### config.mk
export PLATFORM = sky130hd
export DESIGN_NAME = e3_nib_tx_timer
export DESIGN_NICKNAME = d
export VERILOG_FILES = /design/src/rtl/e3_nib_tx_timer.sv
export SDC_FILE = /design/constraint.sdc
export NUM_CORES = 1
export LEC_CHECK = 0
export BUFFER_PORTS_ARGS = -buffer_cell sky130_fd_sc_hd__buf_2
export CAP_MARGIN = 20
export CORE_ASPECT_RATIO = 1.4
export CORE_MARGIN = 2
export CORE_UTILIZATION = 40
export CTS_CLUSTER_DIAMETER = 40
export CTS_CLUSTER_SIZE = 40
export DETAILED_ROUTE_END_ITERATION = 10
export PLACE_DENSITY_LB_ADDON = 0.12
export SLEW_MARGIN = 40
export SYNTH_ARGS = -nofsm -noshare
export SYNTH_HDL_FRONTEND = slang
export SYNTH_SLANG_ARGS = --single-unit
### constraint.sdc
create_clock -name clk -period 1.9 [get_ports clk]
set_clock_uncertainty 0.05 [all_clocks]
set_input_delay 0.19 -clock clk [delete_from_list [all_inputs] [get_ports clk]]
set_output_delay 0.19 -clock clk [all_outputs]
set_load 0.02 [all_outputs]
### src/rtl/e3_nib_tx_timer.sv
module e3_nib_tx_timer #(
  parameter int unsigned FRAME_NIBS = 1060,
  parameter int unsigned HEAD_NIBS  = 4,
  parameter int unsigned PAIR_CNT   = 5,
  parameter int unsigned PAIR_NIBS  = 2,
  parameter int unsigned PAIR_START [PAIR_CNT] = '{176, 352, 528, 704, 880},
  localparam int unsigned SW = $clog2(FRAME_NIBS)
) (
  input  logic          clk,
  input  logic          rst,
  input  logic          nib_if_sel,
  input  logic [1:0]    tref_sel,
  input  logic [3:0]    nib_in,
  output logic          frame_end_o,
  output logic          ovh_ind_o,
  output logic [3:0]    nib_out,
  output logic          nib_ovh,
  output logic [SW-1:0] nib_slot
);

  logic [SW-1:0]       slot_q;
  logic [PAIR_CNT-1:0] pair_hit;

  wire mode_on = nib_if_sel && (tref_sel == 2'b00);
  wire at_last = (slot_q == SW'(FRAME_NIBS - 1));

  for (genvar g = 0; g < PAIR_CNT; g++) begin : g_pair
    assign pair_hit[g] = (slot_q >= SW'(PAIR_START[g])) &&
                         (slot_q <  SW'(PAIR_START[g] + PAIR_NIBS));
  end

  wire in_ovh = (slot_q < SW'(HEAD_NIBS)) || (|pair_hit);

  assign frame_end_o = !rst && mode_on && at_last;
  assign ovh_ind_o   = !rst && mode_on && in_ovh;

  always_ff @(posedge clk) begin
    if (rst) begin
      slot_q   <= '0;
      nib_out  <= '0;
      nib_ovh  <= 1'b0;
      nib_slot <= '0;
    end else if (mode_on) begin
      slot_q   <= at_last ? '0 : slot_q + 1'b1;
      nib_out  <= nib_in;
      nib_ovh  <= in_ovh;
      nib_slot <= slot_q;
    end
  end

endmodule


### Word-level counts from Yosys, hierarchy flattened

Index checks and enable logic that the tools add are counted.

* add/subtract/negate cells: 1
* mux-type cells: 1
* reduce and logical (&&, ||, !) cells: 13
* $lt $le $gt $ge: 11
* eq/ne operators: 1

Operator list (count)
* 11-bit by 10-bit >= comparator with 1-bit output, second input constant: 3
* 11-bit by 10-bit < comparator with 1-bit output, second input constant: 3
* 11-bit by 1-bit adder with 11-bit output, second input constant: 1
* 11-bit == test, second input constant: 1
* 11-bit by 8-bit >= comparator with 1-bit output, second input constant: 1
* 11-bit by 9-bit >= comparator with 1-bit output, second input constant: 1
* 11-bit by 3-bit < comparator with 1-bit output, second input constant: 1
* 11-bit by 8-bit < comparator with 1-bit output, second input constant: 1
* 11-bit by 9-bit < comparator with 1-bit output, second input constant: 1
* 11-bit 2-to-1 mux: 1
* 1-bit logical AND: 9
* 5-bit OR reduction: 1
* 2-bit logical NOT: 1
* 1-bit logical NOT: 1
* 1-bit logical OR: 1

* register bits: 27
* word-level logic and storage cells: 31
* output and inout port bits: 18
* input bits: 9

### Longest topological paths before layout

* word-level depth: 5
* mapped depth: 5
* mapped depth without buffers: 5

### Worst setup path before layout

No wires, ideal clock.

* path type: reg-to-output
* from: register slot_q[1]
* to: output port frame_end_o
* buffers on the path: 0
* arrival: 1.646 ns
* path slack: 0.014 ns
* cell stages (with the launch flop): 5
* required time: 1.660 ns
* cell sequence: dfxtp_1 -> ha_1 -> nor4bb_1 -> nand3_1 -> nor3_1

* cells in the longest elaborated chain, start to end: 2

Ends and longest elaborated chain
* start: declaration: line 21 `logic [SW-1:0] slot_q;`
* start signal: assignment: line 44 `slot_q <= at_last ? '0 : slot_q + 1'b1;`
* 11-bit == test: line 25 `wire at_last = (slot_q == SW'(FRAME_NIBS - 1));`
* 1-bit logical AND: line 34 `assign frame_end_o = !rst && mode_on && at_last;`
* end: declaration: line 14 `output logic frame_end_o,`

Every way passes these cells.

### Worst setup path after layout

* from: register slot_q[1]
* to: output port ovh_ind_o

* cells in the longest elaborated chain, start to end: 5
* elaborated cells between the ends (all ways): 19
* classes of those cells: order compare (11); reduce/logical (8)

Ends and longest elaborated chain
* 11-bit by 8-bit >= comparator with 1-bit output, or another cell as far along: line 28 `assign pair_hit[g] = (slot_q >= SW'(PAIR_START[g])) &&`
* 1-bit logical AND: line 28
* 5-bit OR reduction: line 32 `wire in_ovh = (slot_q < SW'(HEAD_NIBS)) || (|pair_hit);`
* 1-bit logical OR (*): line 32
* 1-bit logical AND (*): line 35 `assign ovh_ind_o = !rst && mode_on && in_ovh;`
* end: declaration: line 15 `output logic ovh_ind_o,`

Every way passes the cells marked *; elsewhere a longest branch is shown, timed or not.

==> impl_metrics.py <==
metrics = {
    "yosys": {
        "ys_seq_area_frac": 0.440,
        "synth_most_common_cell": "nand2_1",
        "synthTopCellsByArea": "dfxtp_1 44%, nand2_1 12%, a21oi_1 6.9%",
        "yosysTopAreaCellShare": 0.440,
        "synth_top_area_cell": "dfxtp_1",
        "avgSynthCellArea_um2": 7.97,
        "synth.distinct_cells": 29,
        "async_flop_share": 0,
        "netlist_area_um2": 1230,
        "synth-edff-count": 0,
        "synthTopCellsByCount": "38 x nand2_1, 27 x dfxtp_1, 17 x a21oi_1, 12 x nor2_1",
        "syn_nets": 165,
        "syn_inst": 154,
        "ys.warnings.count": 0,
        "ys_ff_latch": 27,
        "ys.flop_type": "dfxtp_1",
    },
    "grt": {
        "first_global_vias": 1025,
        "antenna_found_initial": 0,
        "grt_pass1_wl_um": 4630,
        "grt_max_degree": 22,
        "track_usage": 0.164,
        "overflow": 0,
    },
    "floorplanning": {
        "pin_count": 27,
        "fp.coreArea_um2": 2910,
        "placementRows": 23,
        "dieArea_um2": 3530,
        "die_w_um": 50.8,
        "initial_utilization": 0.422,
        "die_y_um": 69.5,
    },
    "critical_path": {
        "worstSetupStartpointType": "flip-flop",
        "reg2reg_from": "slot_q[1]$_SDFFE_PP0P_",
        "cp_max_fo": 7,
        "critPathKind": "reg -> out",
        "crit_arrival_ps": 1550,
        "cp_data_required_time_ps": 1660,
        "endpoint_kind": "primary output",
        "startpoint": "slot_q[1]$_SDFFE_PP0P_",
    },
    "placed_design": {
        "portBuffers": 26,
        "dp_hpwl_um": 1920,
        "place_area_um2": 1400,
        "gp_congestion": 0.886,
    },
    "timing": {
        "setup_viol": 0,
        "timing.hold.ws_ps": 96.5,
        "fmax_ghz": 0.557,
        "period_share": 0.944,
        "relSlewSlack": 0.643,
        "tns_ps": 0,
        "hold_viol": 0,
        "tightest_slew_ps": 536,
        "drv_slew": 0,
        "layout_min_cycle_time_ps": 1790,
        "rsz0062_at_grt": "false",
    },
    "clock_tree": {
        "htreeDepth": 1,
        "cts_num_sinks": 27,
        "cts_tree": "done",
        "cts-root-buf": "clkbuf_8",
        "clk_pin_slew_ps": 90,
        "insertion_delay_ps": 270,
        "clockBufferDepth": 2,
        "numCtsBuffers": 3,
    },
    "cells_and_area": {
        "nNetsFinal": 192,
        "insertedDiodeCount": 0,
        "syn2layout_area_growth_pct": 23.3,
        "drive_gt1_frac": 0.289,
        "fin_util": 0.521,
        "n_fill_cell": 304,
        "fin_area_um2": 1510,
    },
    "pwr": {
        "power.leakage_uw": 0.000558,
        "intPower_uw": 738,
        "p_total_uw": 956,
        "p_comb_frac": 0.063,
        "power.density_nw_per_um2": 631,
        "seqPwrFrac": 0.598,
        "power.switching_uw": 218,
        "pwr-share-clk": 0.339,
        "switching_share": 0.228,
        "max-vdd-ir-drop_mv": 0.357,
    },
    "drt": {
        "avgViaCountPerCell": 4.99,
        "wl_um": 2660,
        "final_antenna_net_count": 0,
        "met2_length_um": 1330,
        "topRoutingLayerUsed": "met4",
        "post-route-drc-count": 0,
        "first_pass_iters": 4,
        "met3_length_um": 84,
        "wl_met1_um": 1230,
        "vias": 1083,
        "drt-initial-drc-count": 15,
        "wl_per_cell_um": 12.3,
    },
    "worst_hold_path": {
        "min-delay-start": "nib_in[3]",
        "hold_class": "in -> reg",
    },
    "run_status": {
        "outcome": "finished clean",
    },
    "flow_run": {
        "cap_viol_max_count": 0,
    },
}
[cells by family (layout without fill, tap and decap cells)]
logic type | count (synthesis) | count (layout) | share of synthesized area
xor gates and xnor gates | 9 | 9 | 0.0642
DFF | 27 | 27 | 0.440
AOI/OAI and AO/OA | 24 | 24 | 0.117
and+or+nand+nor | 77 | 77 | 0.310
buffers and inverters | 15 | 41 | 0.0479
adders and majority gates | 2 | 2 | 0.0204
[layout by cell type, fill, tap and decap left out, drive strengths merged, types with 2 or more instances in the layout]
cell type | synthesis | layout
a21oi | 17 | 17
ha | 2 | 2
nand4 | 3 | 3
nand2 | 38 | 38
nor2 | 12 | 12
buf | 2 | 32
dfxtp | 27 | 27
xnor2 | 8 | 8
nor3b | 2 | 2
o21ai | 2 | 2
nor3 | 6 | 6
inv | 5 | 5
nand3 | 5 | 5
clkbuf | 8 | 3
nor4 | 4 | 4
nor2b | 2 | 2
[routing by layer]
metal / up-vias / global-route usage
met3: 4 / 0.0194
met2: 20 / 0.262
met4: 0 / 0.0601
met1: 490 / 0.225
met5: - / 0
li1: 569 / -
[through the flow]
| step | std cells | worst slack [ps] |
|---|---|---|
| 2_1_floorplan | 154 | 14.1 |
| 3_3_place_gp | 212 | 280 |
| 3_5_place_dp | 212 | 256 |
| 4_1_cts | 217 | 5.29 |
| 5_1_grt | 217 | 1.39 |
| 6_report | 217 | 106 |
[worst paths after layout]
path / end / cells past startpoint / slack, ps
worst max-delay path: ovh_ind_o / 5 / 110
worst min-delay path: nib_out[3]$_SDFFE_PP0P_ / 3 / 100
worst min register to register: nib_out[2]$_SDFFE_PP0P_ / 2 / 400
worst max register to register: slot_q[10]$_SDFFE_PP0P_ / 6 / 280
[area by class of cell]
class,instances,area [um^2],area share
timing repair buffer,32,178,0.117
inverter,5,18.8,0.0124
clock buffer,3,41.3,0.0273
multi-input combinational,112,674,0.445
clock inverter,1,5.00,0.00331
tap,37,46.3,0.0306
sequential,27,551,0.364
[critical path, cell delays in order (launching register included)]
cell	delay [ps]
dfxtp_1	330
buf_4	160
a2111oi_4	350
a211oi_2	90
nor3_1	160
buf_2	200
[state kept, by name, summed over array words and instances (netlist names)]
| register | cells |
|---|---|
| nib_slot | 11 |
| slot_q | 11 |
| nib_out | 4 |
| nib_ovh | 1 |
[what timing repair did]
item	in CTS	in global routing
gates resized for setup	3	14
setup buffers	1	0
pin swaps	1	4
hold buffers	0	0
setup endpoints to repair	2	2
[power groups by stage]
stage	combinational (uW)	sequential (uW)	clock, uW
after global routing	67.4	573	354
final	60.5	572	324
after global placement	59.6	586	0
after CTS	60.9	573	336
after detailed placement	60.7	587	0
after floorplan	30.3	593	0
(Power assumes the default switching activity.)
